File: config.mk
export PLATFORM = sky130hd
export DESIGN_NAME = err_sticky_regs
export DESIGN_NICKNAME = d
export VERILOG_FILES = /design/src/rtl/err_sticky_pkg.sv /design/src/rtl/err_bus_decode.sv /design/src/rtl/err_sticky_bank.sv /design/src/rtl/err_irq_combine.sv /design/src/rtl/err_sticky_regs.sv
export SDC_FILE = /design/constraint.sdc
export NUM_CORES = 1
export LEC_CHECK = 0
export BUFFER_PORTS_ARGS = -buffer_cell sky130_fd_sc_hd__clkbuf_2
export CAP_MARGIN = 20
export CORE_MARGIN = 2
export CORE_UTILIZATION = 52
export DETAILED_ROUTE_END_ITERATION = 8
export PLACE_DENSITY = 0.82
export SLEW_MARGIN = 20
export SYNTH_ARGS = -nofsm -noshare
export SYNTH_HDL_FRONTEND = slang
export SYNTH_SLANG_ARGS = --single-unit
File: constraint.sdc
create_clock -name clk -period 2.4 [get_ports clk]
set_input_delay 0.12 -clock clk [delete_from_list [all_inputs] [get_ports clk]]
set_output_delay 0.12 -clock clk [all_outputs]
set_load 0.01 [all_outputs]
File: src/rtl/err_sticky_pkg.sv
package err_sticky_pkg;
   localparam int unsigned BYTE_W = 8;
   localparam int unsigned EN_W   = 3;
   localparam int unsigned EN_TX  = 0;
   localparam int unsigned EN_RX  = 1;
   localparam int unsigned EN_PLL = 2;

   typedef enum logic [1:0] {
      SEL_NONE,
      SEL_STATUS,
      SEL_SHADOW,
      SEL_CTRL
   } rd_sel_e;
endpackage

File: src/rtl/err_bus_decode.sv
module err_bus_decode
   import err_sticky_pkg::*;
#(
   parameter int unsigned ADDR_W      = 8,
   parameter logic [ADDR_W-1:0] STATUS_ADDR = 'h3C,
   parameter logic [ADDR_W-1:0] SHADOW_ADDR = 'h3B,
   parameter logic [ADDR_W-1:0] CTRL_ADDR   = 'h3D
) (
   input  logic              cs,
   input  logic              we,
   input  logic [ADDR_W-1:0] addr,
   output rd_sel_e           rd_sel,
   output logic              rd_accept,
   output logic              rd_status,
   output logic              wr_any,
   output logic              wr_ctrl
);
   always_comb begin
      rd_accept = cs && !we;
      wr_any    = cs && we;
      wr_ctrl   = wr_any && (addr == CTRL_ADDR);
      rd_sel    = SEL_NONE;
      if (addr == STATUS_ADDR)      rd_sel = SEL_STATUS;
      else if (addr == SHADOW_ADDR) rd_sel = SEL_SHADOW;
      else if (addr == CTRL_ADDR)   rd_sel = SEL_CTRL;
      rd_status = rd_accept && (rd_sel == SEL_STATUS);
   end
endmodule

File: src/rtl/err_sticky_bank.sv
module err_sticky_bank #(
   parameter int unsigned N = 7
) (
   input  logic         clk,
   input  logic         rst,
   input  logic [N-1:0] set_i,
   input  logic         clr_i,
   output logic [N-1:0] status_o
);
   for (genvar i = 0; i < N; i++) begin : g_bit
      always_ff @(posedge clk) begin
         if (rst)           status_o[i] <= 1'b0;
         else if (set_i[i]) status_o[i] <= 1'b1;
         else if (clr_i)    status_o[i] <= 1'b0;
      end
   end
endmodule

File: src/rtl/err_irq_combine.sv
module err_irq_combine #(
   parameter int unsigned N_TX      = 3,
   parameter int unsigned N_RX      = 3,
   parameter bit          PLL_ON_RX = 1'b1,
   localparam int unsigned N_SRC    = N_TX + N_RX + 1
) (
   input  logic [N_SRC-1:0] status,
   input  logic             en_tx,
   input  logic             en_rx,
   input  logic             en_pll,
   output logic             irq_tx,
   output logic             irq_rx
);
   logic any_tx, any_rx, pll_req;

   always_comb begin
      any_tx  = en_tx && (|status[N_TX-1:0]);
      any_rx  = en_rx && (|status[N_TX+N_RX-1:N_TX]);
      pll_req = en_pll && status[N_SRC-1];
   end

   if (PLL_ON_RX) begin : g_pll_rx
      assign irq_tx = any_tx;
      assign irq_rx = any_rx || pll_req;
   end else begin : g_pll_tx
      assign irq_tx = any_tx || pll_req;
      assign irq_rx = any_rx;
   end
endmodule

File: src/rtl/err_sticky_regs.sv
module err_sticky_regs
   import err_sticky_pkg::*;
#(
   parameter int unsigned ADDR_W      = 8,
   parameter int unsigned DATA_W      = 8,
   parameter int unsigned N_TX        = 3,
   parameter int unsigned N_RX        = 3,
   parameter logic [ADDR_W-1:0] STATUS_ADDR = 'h3C,
   parameter logic [ADDR_W-1:0] SHADOW_ADDR = 'h3B,
   parameter logic [ADDR_W-1:0] CTRL_ADDR   = 'h3D,
   parameter bit          PLL_ON_RX   = 1'b1
) (
   input  logic              clk,
   input  logic              rst,
   input  logic              cs,
   input  logic              we,
   input  logic [ADDR_W-1:0] addr,
   input  logic [DATA_W-1:0] wdata,
   output logic [DATA_W-1:0] rdata,
   input  logic [N_TX-1:0]   tx_pulse,
   input  logic [N_RX-1:0]   rx_pulse,
   input  logic              pll_pulse,
   output logic              irq_tx,
   output logic              irq_rx
);
   localparam int unsigned N_SRC = N_TX + N_RX + 1;

   if (N_SRC >= DATA_W + 1) begin : g_bad_width
      $error("status sources exceed data width");
   end
   if (DATA_W < EN_W) begin : g_bad_ctrl
      $error("data width too narrow for control byte");
   end
   if (STATUS_ADDR == SHADOW_ADDR || STATUS_ADDR == CTRL_ADDR ||
       SHADOW_ADDR == CTRL_ADDR) begin : g_bad_addr
      $error("register addresses must be distinct");
   end

   rd_sel_e            rd_sel;
   logic               rd_accept, rd_status, wr_any, wr_ctrl;
   logic [N_SRC-1:0]   status_q;
   logic [EN_W-1:0]    ctrl_q;
   logic [DATA_W-1:0]  shadow_q;
   logic [DATA_W-1:0]  rd_mux;

   err_bus_decode #(
      .ADDR_W(ADDR_W), .STATUS_ADDR(STATUS_ADDR),
      .SHADOW_ADDR(SHADOW_ADDR), .CTRL_ADDR(CTRL_ADDR)
   ) u_dec (
      .cs(cs), .we(we), .addr(addr), .rd_sel(rd_sel),
      .rd_accept(rd_accept), .rd_status(rd_status),
      .wr_any(wr_any), .wr_ctrl(wr_ctrl)
   );

   err_sticky_bank #(.N(N_SRC)) u_bank (
      .clk(clk), .rst(rst),
      .set_i({pll_pulse, rx_pulse, tx_pulse}),
      .clr_i(rd_status),
      .status_o(status_q)
   );

   err_irq_combine #(.N_TX(N_TX), .N_RX(N_RX), .PLL_ON_RX(PLL_ON_RX)) u_irq (
      .status(status_q),
      .en_tx(ctrl_q[EN_TX]), .en_rx(ctrl_q[EN_RX]), .en_pll(ctrl_q[EN_PLL]),
      .irq_tx(irq_tx), .irq_rx(irq_rx)
   );

   always_ff @(posedge clk) begin
      if (rst) begin
         ctrl_q   <= '0;
         shadow_q <= '0;
      end else begin
         if (wr_ctrl) ctrl_q   <= wdata[EN_W-1:0];
         if (wr_any)  shadow_q <= wdata;
      end
   end

   always_comb begin
      rd_mux = '0;
      case (rd_sel)
         SEL_STATUS: rd_mux[N_SRC-1:0] = status_q;
         SEL_SHADOW: rd_mux            = shadow_q;
         SEL_CTRL:   rd_mux[EN_W-1:0]  = ctrl_q;
         default:    rd_mux            = '0;
      endcase
   end

   always_ff @(posedge clk) begin
      if (rst)            rdata <= '0;
      else if (rd_accept) rdata <= rd_mux;
   end
endmodule

* Word level (Yosys, flattened, before mapping) *
Cells that the tools add are included.

cells by class
  reduce and logical (&&, ||, !) cells = 18
  equality and inequality tests = 6
  muxes and demuxes = 14

operators by type and width
  operator                                                               count
  8-bit by 6-bit equality test with 1-bit output, second input constant  3
  2-bit nonzero test                                                     7
  1-bit two-way mux                                                      9
  3-bit one-hot mux with 3 select lines                                  1
  4-bit one-hot mux with 2 select lines                                  1
  1-bit logical AND                                                      7
  2-bit two-way mux                                                      3
  3-bit OR reduction                                                     2
  2-bit equality test, second input constant                             2
  2-bit by 1-bit equality test with 1-bit output, second input constant  1
  1-bit logical NOT                                                      1
  1-bit logical OR                                                       1

storage, ports and cells
  word-level logic and storage cells = 48
  output and inout port bits = 10
  register bits after elaboration = 26
  bits of input ports = 27

* Longest topological paths before layout *
Gate-level depths: netlist (run 1).

  depth in word-level cells = 8
  mapped depth = 5
  mapped depth without buffers = 4

* By module *
A second synthesis (run 1) with hierarchy kept.

unflattened totals
  cells, all modules = 124
  area, all modules = 1164.9 um^2

modules (own cells, without submodules)
  module           times used  cells each  area each (um^2)  seq. area each (um^2)
  err_sticky_regs  1           81          807.0             380.4
  err_sticky_bank  1           28          245.2             140.1
  err_bus_decode   1           11          88.8              0.0
  err_irq_combine  1           4           23.8              0.0

* Least setup slack after synthesis (run 1) *
Ideal clock, no wire load.

  path kind = input -> register
  start = input addr[1]
  end = register rdata[0]
  path buffers = 1
  setup slack = 1.313 ns
  cell stages on the path = 5
  data required time = 2.283 ns
  data arrival time = 0.971 ns
  path through = and3b_1 -> buf_6 -> a22o_1 -> a22o_1 -> a22o_1

between the ends
  cells in the longest elaborated chain, start to end = 6
  elaborated cells on any way between the ends = 10
  those cells by class = eq/ne (6); mux (4)

RTL lines
  element                                                                                       line                   source
  start: declaration                                                                            err_sticky_regs.sv:17  input logic [ADDR_W-1:0] addr,
  8-bit by 6-bit equality test with 1-bit output                                                err_bus_decode.sv:25   else if (addr == CTRL_ADDR) rd_sel = SEL_CTRL;
  2-bit two-way mux                                                                             err_bus_decode.sv:25
  2-bit two-way mux                                                                             err_bus_decode.sv:24   else if (addr == SHADOW_ADDR) rd_sel = SEL_SHADOW;
  2-bit two-way mux (*)                                                                         err_bus_decode.sv:23   if (addr == STATUS_ADDR) rd_sel = SEL_STATUS;
  2-bit equality test / 2-bit by 1-bit equality test with 1-bit output (equally long branches)  err_sticky_regs.sv:80  case (rd_sel)
  3-bit one-hot mux with 3 select lines (*)                                                     err_sticky_regs.sv:80
  end signal: assignment                                                                        err_sticky_regs.sv:90  else if (rd_accept) rdata <= rd_mux;
  end: declaration                                                                              err_sticky_regs.sv:19  output logic [DATA_W-1:0] rdata,

Every way passes the cells marked *; elsewhere a longest branch is shown, timed or not.
A chain may end at the register's enable or synchronous reset.

* Worst setup path in the final report (run 1) *
  start = register u_bank.status_o[5]
  end = output irq_rx

between the ends
  cells in the longest elaborated chain, start to end = 3

RTL lines
  element                           line                   source
  start: declaration                err_sticky_bank.sv:8   output logic [N-1:0] status_o
  start signal: indexed assignment  err_sticky_bank.sv:12  if (rst) status_o[i] <= 1'b0;
  start signal: indexed assignment  err_sticky_bank.sv:13  else if (set_i[i]) status_o[i] <= 1'b1;
  start signal: indexed assignment  err_sticky_bank.sv:14  else if (clr_i) status_o[i] <= 1'b0;
  3-bit OR reduction                err_irq_combine.sv:18  any_rx = en_rx && (|status[N_TX+N_RX-1:N_TX]);
  1-bit logical AND                 err_irq_combine.sv:18
  1-bit logical OR                  err_irq_combine.sv:24  assign irq_rx = any_rx || pll_req;
  end: declaration                  err_sticky_regs.sv:24  output logic irq_rx

No other way between the ends.

==> impl_metrics.env, run 1 <==
export IMPL_ys_ff_latch=26
export IMPL_seq_area_um2=520
export IMPL_placed_area_um2=1290
export IMPL_grt_use_total=0.219
export IMPL_fin_nets=184
export IMPL_critPathBufInv=1
export IMPL_synthTopCellsByArea="dfxtp_1 (47%), a21oi_1 (7.2%), a22o_1 (7.1%)"
export IMPL_power_density_nw_per_um2=534
export IMPL_crit_required_ns=2.28
export IMPL_max_stage_delay_ns=0.35
export IMPL_reg2reg_slack_ns=1.39
export IMPL_final_core_util=0.669
export IMPL_tightestPinTransition_ns=0.517
export IMPL_portBuffers=36
export IMPL_die_x_um=50.2
export IMPL_drv_cap=0
export IMPL_setup_viol=0
export IMPL_syn_area_um2=1110
export IMPL_rsz0062_at_grt="false"
export IMPL_path_clk_slew_ns=0.12
export IMPL_post_cts_buffers=0
export IMPL_yosysMostFrequentCell="dfxtp_1"
export IMPL_synth_mux_area_frac=0.0270
export IMPL_htree_num_levels=1
export IMPL_cts_tree="built"
export IMPL_synth_xor_area_frac=0
export IMPL_insertion_delay_ns=0.31
export IMPL_grt_max_degree=26
export IMPL_finalClockSkew_ns=0.00127
export IMPL_synth_flop_cell="dfxtp_1"
export IMPL_cts_buffer_depth=2
export IMPL_dr_pass1_iters=4
export IMPL_first_iter_violations=29
export IMPL_crit_family="flip-flops"
export IMPL_routabilityCongestion=0.799
export IMPL_worstSetupPathType="reg2out"
export IMPL_drv_slew=0
export IMPL_post_route_period_util=0.512
export IMPL_cts_root_buf="clkbuf_4"
export IMPL_crit_fanout=3
export IMPL_worstPathArrival_ns=1.11
export IMPL_final_cells=182
export IMPL_die_area_um2=2520
export IMPL_cts_sinks=26
export IMPL_peakVddDrop_mv=0.398
export IMPL_crit_chain="o31ai_1, nand2_1, clkbuf_2"
export IMPL_drive_gt1_frac=0.316
export IMPL_drt_vias_per_instance=5.68
export IMPL_cellLeakagePower_nw=0.582
export IMPL_antenna_found_initial=0
export IMPL_vias=1033
export IMPL_synthTopCellsByCount="dfxtp_1 (26), a21oi_1 (16), nor2_1 (16)"
export IMPL_numPlacedInstances=178
export IMPL_hold_class="in2reg"
export IMPL_synth_edf_count=0
export IMPL_synth_simple_area_share=0.247
export IMPL_drcViolationCount=0
export IMPL_synth_nets=148
export IMPL_outcome="finished clean"
export IMPL_fillers=163
export IMPL_cts_resized=0
export IMPL_start_util=0.561
export IMPL_grt_overflow=0
export IMPL_hold_viol_final=0
export IMPL_core_area_um2=1980
export IMPL_die_h_um=50.2
export IMPL_final_area_um2=1330
export IMPL_yosys_area_share_adder=0
export IMPL_num_rows=16
export IMPL_grt_pass1_vias=995
export IMPL_ys_seq_area_frac=0.468
export IMPL_ios=37
export IMPL_synth_top_area_share=0.468
export IMPL_timing_hold_ws_ns=0.00710
export IMPL_n_antenna_cell=0
export IMPL_grt_pass1_wl_um=4250
export IMPL_start_kind="register"
export IMPL_synth_cell_types=28
export IMPL_synth_top_family_by_area="simple AND/OR/NAND/NOR gates"
export IMPL_avgSynthCellArea_um2=9.18
export IMPL_crit_path_end_kind="output port"
export IMPL_cp_slowest_cell="dfxtp_1"
export IMPL_yosys_warnings=0
export IMPL_synth_compound_gate_area_share=0.225
export IMPL_finalCriticalPeriod_ns=1.23
export IMPL_synth_largest_area_cell="dfxtp_1"
export IMPL_areaGrowthSynthToFinish_pct=19.3
export IMPL_postRouteAntennaNets=0
export IMPL_multiInputGateArea_um2=554
export IMPL_netlist_instances=121
export IMPL_async_reset_ff_frac=0
export IMPL_drt_wl_total_um=2540
export IMPL_dpl_hpwl_um=1900
export IMPL_numCtsBuffers=3
export IMPL_tns_ns=0
export IMPL_wl_per_cell_um=13.9
export IMPL_fmax_mhz=813
export IMPL_slew_headroom=0.654
-- state kept, by name, indices dropped and copies added (netlist names) --
register         count
shadow_q             8
u_bank.status_o      7
ctrl_q               3
rdata                8
-- layer usage --
metal  routed length, µm  vias up  part of all wire  global-route usage
met1                1120      474              0.44               0.287
met4                  34        0             0.013              0.0833
met2                1190       47              0.47               0.366
li1                    -      508                 -                   -
met5                   0        -                 0                   0
met3                 193        4             0.076              0.0268
-- logic make-up after synthesis --
group                  Yosys count
flip-flops                      26
multiplexers                     3
buffers and inverters            7
AO/OA/AOI/OAI                   36
AND/OR/NAND/NOR                 49
-- metrics by stage --
| step | worst slack (ns) | total power, W |
|---|---|---|
| floorplan | 1.31 | 0.000507 |
| global placement | 1.00 | 0.000538 |
| detailed placement | 0.989 | 0.000541 |
| CTS | 1.17 | 0.000712 |
| global route | 1.11 | 0.000747 |
| finish | 1.17 | 0.000708 |
-- worst register-to-register path, cell delays in order (launching register included) --
cell     delay (ns)
dfxtp_1        0.36
a22o_1         0.20
a22o_1         0.17
a22o_1         0.19
-- report_power, final --
group          switching [W]  internal [W]   total, W
clock network       0.000116     0.0000587   0.000175
logic              0.0000438     0.0000334  0.0000772
registers          0.0000102      0.000446   0.000456
-- layout by cell type (no fill, tap or decap) --
| master | n |
|---|---|
| nor3b_2 | 2 |
| and4bb_2 | 1 |
| a22o_2 | 4 |
| o31a_1 | 1 |
| dfxtp_1 | 26 |
| mux2i_1 | 3 |
| nand2_2 | 1 |
| nand4_2 | 1 |
| a22oi_1 | 4 |
| nor3_4 | 1 |
| and3b_1 | 1 |
| o31ai_1 | 1 |
| clkbuf_4 | 3 |
| o21ai_0 | 1 |
| and3_1 | 1 |
| nor2_1 | 16 |
| nand4_1 | 1 |
| nand4b_1 | 1 |
| nand2b_1 | 1 |
| nand2_1 | 11 |
| nand4bb_1 | 1 |
| a22o_1 | 9 |
| inv_1 | 1 |
| a21oi_1 | 16 |
| clkbuf_2 | 36 |
| dlygate4sd3_1 | 1 |
| nor2b_1 | 2 |
| nand3_1 | 8 |
-- layout make-up --
cell class / count / share of cell area
clock buffers: 3 / 0.0170
inverters: 1 / 0.00283
multi-input cells: 88 / 0.418
flip-flops and latches: 26 / 0.393
repair buffers: 37 / 0.144
well taps: 27 / 0.0255
-- timing repair --
item,4_1_cts,5_1_grt
endpoints found under the hold margin,1,0
hold buffers,1,0
endpoints found under the setup margin,0,0
-- worst paths after layout --
path,from,to,cells past startpoint
worst max-delay path,u_bank.status_o[5],irq_rx,3
worst min-delay path,rx_pulse[2],u_bank.status_o[5],3
worst max register to register,u_bank.status_o[0],rdata[0],3
worst min register to register,shadow_q[7],shadow_q[7],2
Note: power is estimated with default switching activity, not from simulation.
==> run 2: changes to the inputs <==
--- a/config.mk
+++ b/config.mk
@@ -5,12 +5,13 @@
 export SDC_FILE = /design/constraint.sdc
 export NUM_CORES = 1
 export LEC_CHECK = 0
+export ABC_AREA = 1
 export BUFFER_PORTS_ARGS = -buffer_cell sky130_fd_sc_hd__clkbuf_2
 export CAP_MARGIN = 20
 export CORE_MARGIN = 2
-export CORE_UTILIZATION = 52
+export CORE_UTILIZATION = 44
 export DETAILED_ROUTE_END_ITERATION = 8
-export PLACE_DENSITY = 0.82
+export PLACE_DENSITY = 0.74
 export SLEW_MARGIN = 20
 export SYNTH_ARGS = -nofsm -noshare
 export SYNTH_HDL_FRONTEND = slang
==> constraint.sdc (replaced) <==
create_clock -name clk -period 1.1 [get_ports clk]
set_input_delay 0.055 -clock clk [delete_from_list [all_inputs] [get_ports clk]]
set_output_delay 0.055 -clock clk [all_outputs]
set_load 0.01 [all_outputs]
==> run 2 against run 1 <==
  * The flow now finishes with violations (setup timing)
  * Combinational power increased to 2.7 times the previous value
  * Sequential share of layout area down 4.4 points
  * Cell area up 14%
  * Cell count grew 32%
  * Clock skew barely moved
  * Power increased by 130%
  * Register-to-register slack worse by 1.1 ns
  * Count of clock-buffer cells in the layout unchanged
  * Sequential cell count is the same
  * Die area grew 17%
  * Critical path depth is the same
  * Largest cell class is now sequential cells
  * Via count grew 9.1%
==> impl_metrics.env, run 2 <==
export IMPL_crit_fanout=2
export IMPL_timing_hold_ws_ns=0.00475
export IMPL_grt_use_total=0.186
export IMPL_start_kind="register"
export IMPL_final_core_util=0.622
export IMPL_tns_ns=-0.000626
export IMPL_die_h_um=54.2
export IMPL_cts_root_buf="clkbuf_4"
export IMPL_num_rows=18
export IMPL_grt_max_degree=16
export IMPL_power_density_nw_per_um2=1060
export IMPL_finalClockSkew_ns=0.00127
export IMPL_outcome="complete, but fails checks"
export IMPL_numPlacedInstances=224
export IMPL_synth_top_area_share=0.469
export IMPL_ios=37
export IMPL_syn_area_um2=1110
export IMPL_drive_gt1_frac=0.290
export IMPL_async_reset_ff_frac=0
export IMPL_ys_seq_area_frac=0.469
export IMPL_drv_slew=0
export IMPL_crit_chain="nor3_2, o21ai_1, clkbuf_2"
export IMPL_finalCriticalPeriod_ns=1.10
export IMPL_highest_layer="met4"
export IMPL_die_x_um=54.2
export IMPL_portBuffers=36
export IMPL_n_antenna_cell=0
export IMPL_yosysMostFrequentCell="nand2_1"
export IMPL_dr_pass1_iters=5
export IMPL_tightestPinTransition_ns=0.361
export IMPL_wl_met2_um=1170
export IMPL_numCtsBuffers=3
export IMPL_netlist_instances=156
export IMPL_layout_common_cells="clkbuf_2 (36), nand2_1 (33), nor2_1 (27)"
export IMPL_crit_family="flip-flops"
export IMPL_grt_overflow=0
export IMPL_seq_area_um2=528
export IMPL_dp_slack_ns=0.00622
export IMPL_final_cells=240
export IMPL_routabilityCongestion=0.813
export IMPL_die_area_um2=2940
export IMPL_drt_vias_per_instance=4.70
export IMPL_drv_cap=0
export IMPL_postRouteAntennaNets=0
export IMPL_synth_flop_cell="dfxtp_1"
export IMPL_fin_nets=239
export IMPL_peakVddDrop_mv=1.03
export IMPL_ys_ff_latch=26
export IMPL_synth_largest_area_cell="dfxtp_1"
export IMPL_post_route_period_util=1.00
export IMPL_cts_buffer_depth=2
export IMPL_wl_per_cell_um=10.7
export IMPL_critPathBufInv=1
export IMPL_grt_pass1_vias=1003
export IMPL_worstPathArrival_ns=1.05
export IMPL_core_area_um2=2430
export IMPL_synth_cell_types=20
export IMPL_path_clk_slew_ns=0.12
export IMPL_start_util=0.456
export IMPL_htree_num_levels=1
export IMPL_crit_required_ns=1.04
export IMPL_fillers=230
export IMPL_rsz0062_at_grt="true"
export IMPL_slew_headroom=0.759
export IMPL_avgSynthCellArea_um2=7.11
export IMPL_cp_slowest_cell="dfxtp_2"
export IMPL_met3WireLength_um=145
export IMPL_yosys_warnings=0
export IMPL_dpl_hpwl_um=1880
export IMPL_cts_tree="built"
export IMPL_crit_path_end_kind="output port"
export IMPL_worstSetupPathType="reg2out"
export IMPL_first_iter_violations=31
export IMPL_worst_slack_ns=-0.000626
export IMPL_synth_edf_count=0
export IMPL_areaGrowthSynthToFinish_pct=36.3
export IMPL_synthTopCellsByCount="nand2_1 (33), nor2_1 (27), dfxtp_1 (26)"
export IMPL_synthTopCellsByArea="dfxtp_1 (47%), nand2_1 (11%), nor2_1 (9.1%)"
export IMPL_vias=1127
export IMPL_largestRegisters="rdata (8), shadow_q (8), u_bank.status_o (7)"
export IMPL_synth_nets=183
export IMPL_drt_wl_total_um=2560
export IMPL_hold_viol_final=0
export IMPL_multiInputGateArea_um2=502
export IMPL_cellLeakagePower_nw=0.729
export IMPL_fmax_mhz=909
export IMPL_antenna_found_initial=0
export IMPL_failed_checks="setup timing"
export IMPL_hold_class="in2reg"
export IMPL_setup_viol=1
export IMPL_insertion_delay_ns=0.31
export IMPL_wl_met1_um=1230
export IMPL_drcViolationCount=0
export IMPL_grt_pass1_wl_um=4020
export IMPL_cts_sinks=26
export IMPL_max_stage_delay_ns=0.35
export IMPL_layout_commonest_cell="clkbuf_2"
run 2: power breakdown:
group | internal (W) | switching [W]
clock | 0.000128 | 0.000254
sequential | 0.000982 | 0.0000287
combinational | 0.000111 | 0.0000983
run 2: cell type report:
class,count,area share
clock buffers,3,0.0149
inverters,17,0.0463
multi-input cells,109,0.332
flip-flops and latches,26,0.349
well taps,30,0.0248
repair buffers,55,0.233
run 2: worst min-delay path: stages:
cell	delay [ns]
clkbuf_2	0.09
o21ai_0	0.08
nor2_1	0.07
run 2: final timing paths:
kind | start | to | slack, ns | cells past startpoint
setup reg to reg | ctrl_q[2] | rdata[2] | 0.28 | 4
hold reg to reg | rdata[1] | rdata[1] | 0.47 | 2
hold / removal | wdata[2] | shadow_q[2] | 0.005 | 3
setup / recovery | u_bank.status_o[3] | irq_rx | -0.0006 | 3
run 2: what timing repair did:
action | in CTS | in global routing
endpoints found under the hold margin | 12 | 0
cloned | 0 | 0
hold buffers | 12 | 0
buffers inserted | 1 | 0
gates resized for setup | 4 | 5
pin swaps | 1 | 0
endpoints found under the setup margin | 1 | 2
run 2: logic make-up after synthesis:
kind of cell	share of synthesized area
compound gates	0.117
flops	0.469
buf+inv	0.0879
simple gates	0.326
run 2: through the flow:
step,power [W],instance area [µm²]
after floorplan,0.00112,1110
after global placement,0.00119,1350
after detailed placement,0.00119,1350
after CTS,0.00161,1500
after global routing,0.00168,1510
final,0.00160,1510
run 2: routing by layer:
layer,track usage,vias to the layer above
met5,0,-
met4,0.0500,0
met3,0.0410,2
met2,0.321,36
met1,0.233,482
li1,-,607
==> run 3: changes to the inputs <==
--- a/config.mk
+++ b/config.mk
@@ -6,7 +6,7 @@
 export NUM_CORES = 1
 export LEC_CHECK = 0
 export ABC_AREA = 1
-export BUFFER_PORTS_ARGS = -buffer_cell sky130_fd_sc_hd__clkbuf_2
+export BUFFER_PORTS_ARGS = -buffer_cell sky130_fd_sc_hd__buf_2
 export CAP_MARGIN = 20
 export CORE_MARGIN = 2
 export CORE_UTILIZATION = 44
==> constraint.sdc (replaced) <==
create_clock -name clk -period 1.1 [get_ports clk]
set_input_delay 0.165 -clock clk [delete_from_list [all_inputs] [get_ports clk]]
set_output_delay 0.165 -clock clk [all_outputs]
set_load 0.01 [all_outputs]
==> run 3 against run 2 <==
  * The flow still finishes with violations (setup timing)
  * Wire length is 3.5% lower
  * Combinational power is 9% lower
  * Critical path depth stayed put
  * Die area stayed put
  * Critical endpoint unchanged
  * Largest power group unchanged
==> impl_metrics.env, run 3 (synthesis results as in run 2) <==
export IMPL_cp_num_cells=3
export IMPL_fin_nets=232
export IMPL_max_stage_delay_ns=0.36
export IMPL_worst_slack_ns=-0.149
export IMPL_routabilityCongestion=0.789
export IMPL_wl_per_cell_um=10.6
export IMPL_start_util=0.456
export IMPL_drive_gt1_frac=0.319
export IMPL_grt_overflow=0
export IMPL_setup_viol=2
export IMPL_worstSetupPathType="reg2out"
export IMPL_finalPower_w=0.00186
export IMPL_n_antenna_cell=0
export IMPL_p_switching_w=0.000420
export IMPL_core_area_um2=2430
export IMPL_start_kind="register"
export IMPL_swShare=0.225
export IMPL_crit_path_end_kind="output port"
export IMPL_numCtsBuffers=3
export IMPL_cts_tree="built"
export IMPL_seqPwrFrac=0.541
export IMPL_grt_pass1_wl_um=4190
export IMPL_path_clk_slew_ns=0.15
export IMPL_min_delay_path_depth=3
export IMPL_rsz0062_at_grt="true"
export IMPL_cellLeakagePower_nw=0.722
export IMPL_grt_use_total=0.193
export IMPL_hold_viol_final=0
export IMPL_areaGrowthSynthToFinish_pct=31.3
export IMPL_postRouteAntennaNets=0
export IMPL_tightestPinTransition_ns=0.391
export IMPL_cts_buffer_depth=2
export IMPL_dpl_hpwl_um=1870
export IMPL_antenna_found_initial=0
export IMPL_drt_vias_per_instance=4.71
export IMPL_die_area_um2=2940
export IMPL_insertion_delay_ns=0.33
export IMPL_failed_checks="setup timing"
export IMPL_crit_required_ns=0.94
export IMPL_rr_worst_depth=5
export IMPL_finalCriticalPeriod_ns=1.25
export IMPL_peakVddDrop_mv=0.882
export IMPL_pwr_share_clk=0.356
export IMPL_grt_max_degree=16
export IMPL_num_rows=18
export IMPL_crit_chain="nor3_2, o21ai_1, buf_2"
export IMPL_htree_num_levels=1
export IMPL_cp_slowest_cell="dfxtp_2"
export IMPL_grt_pass1_vias=1008
export IMPL_slew_headroom=0.739
export IMPL_p_int_w=0.00144
export IMPL_hold_class="in2reg"
export IMPL_die_h_um=54.2
export IMPL_cts_root_buf="clkbuf_4"
export IMPL_layout_commonest_cell="buf_2"
export IMPL_crit_family="flip-flops"
export IMPL_largestRegisters="rdata (8), shadow_q (8), u_bank.status_o (7)"
export IMPL_cts_hold_buf=0
export IMPL_finalClockSkew_ns=0.0114
export IMPL_drcViolationCount=0
export IMPL_dr_pass1_iters=4
export IMPL_comb_power_share=0.102
export IMPL_ios=37
export IMPL_post_route_period_util=1.14
export IMPL_timing_hold_ws_ns=0.0246
export IMPL_worstPathArrival_ns=1.08
export IMPL_outcome="complete, but fails checks"
export IMPL_portBuffers=36
export IMPL_die_x_um=54.2
export IMPL_drv_cap=0
export IMPL_placed_area_um2=1370
export IMPL_drv_slew=0
export IMPL_drt_wl_total_um=2470
export IMPL_critPathBufInv=1
export IMPL_cts_sinks=26
export IMPL_final_cells=234
export IMPL_numPlacedInstances=227
export IMPL_power_density_nw_per_um2=1280
export IMPL_first_iter_violations=8
export IMPL_fmax_mhz=800
export IMPL_crit_fanout=2
export IMPL_final_area_um2=1460
export IMPL_vias=1102
export IMPL_layout_common_cells="buf_2 (36), nand2_1 (33), nor2_1 (27)"
[run 3: cell count changes in the layout (fill, tap and decap cells not counted), sizes merged]
cell and change:
clkbuf -36, dlygate4sd3 -12, buf +41, bufinv +1
[run 3: cell type report]
type                       count  area [µm²]
clock buffer                   3        22.5
clock inverter                 1        30.0
fill                         238         975
inverter                      17        70.1
multi-input combinational    109         502
sequential                    26         526
tap                           30        37.5
timing repair buffer          48         270
[run 3: final timing paths]
check / start / end / slack, ns
worst max-delay path: u_bank.status_o[3] / irq_rx / -0.15
worst max register to register: u_bank.status_o[0] / rdata[0] / 0.26
worst min register to register: rdata[1] / rdata[1] / 0.47
worst min-delay path: rx_pulse[1] / u_bank.status_o[4] / 0.02
[run 3: worst min-delay path: stages]
cell     delay [ns]
buf_2          0.08
a21oi_1        0.03
nor2_1         0.06
[run 3: through the flow]
stage	TNS (ns)	util	setup slack, ns
after floorplan	0	-	0.0969
after global placement	-0.221	0.562	-0.0542
after detailed placement	-0.467	0.562	-0.0874
after CTS	-0.222	0.599	-0.140
after global routing	-0.387	0.599	-0.208
final	-0.240	0.599	-0.149
[run 3: repair_timing]
action                                  4_1_cts  5_1_grt
cloned                                        0        0
setup buffers                                 3        0
gates resized for setup                       7        0
endpoints found under the setup margin        2        2
pin swaps                                     1        0
[run 3: metal layers]
layer / part of all wire / vias up / GRT usage / wire [µm]
li1: - / 595 / - / -
met1: 0.50 / 466 / 0.262 / 1230
met2: 0.43 / 37 / 0.311 / 1070
met3: 0.054 / 4 / 0.0410 / 133
met4: 0.015 / 0 / 0.0458 / 36
met5: 0 / - / 0 / 0
[run 3: power by group through the flow]
stage / Combinational [W] / Sequential, W / Clock [W]
after floorplan: 0.0000972 / 0.00102 / 0
after global placement: 0.000169 / 0.00103 / 0
after detailed placement: 0.000173 / 0.00103 / 0
after CTS: 0.000191 / 0.00101 / 0.000659
after global routing: 0.000217 / 0.00102 / 0.000712
final: 0.000191 / 0.00101 / 0.000665
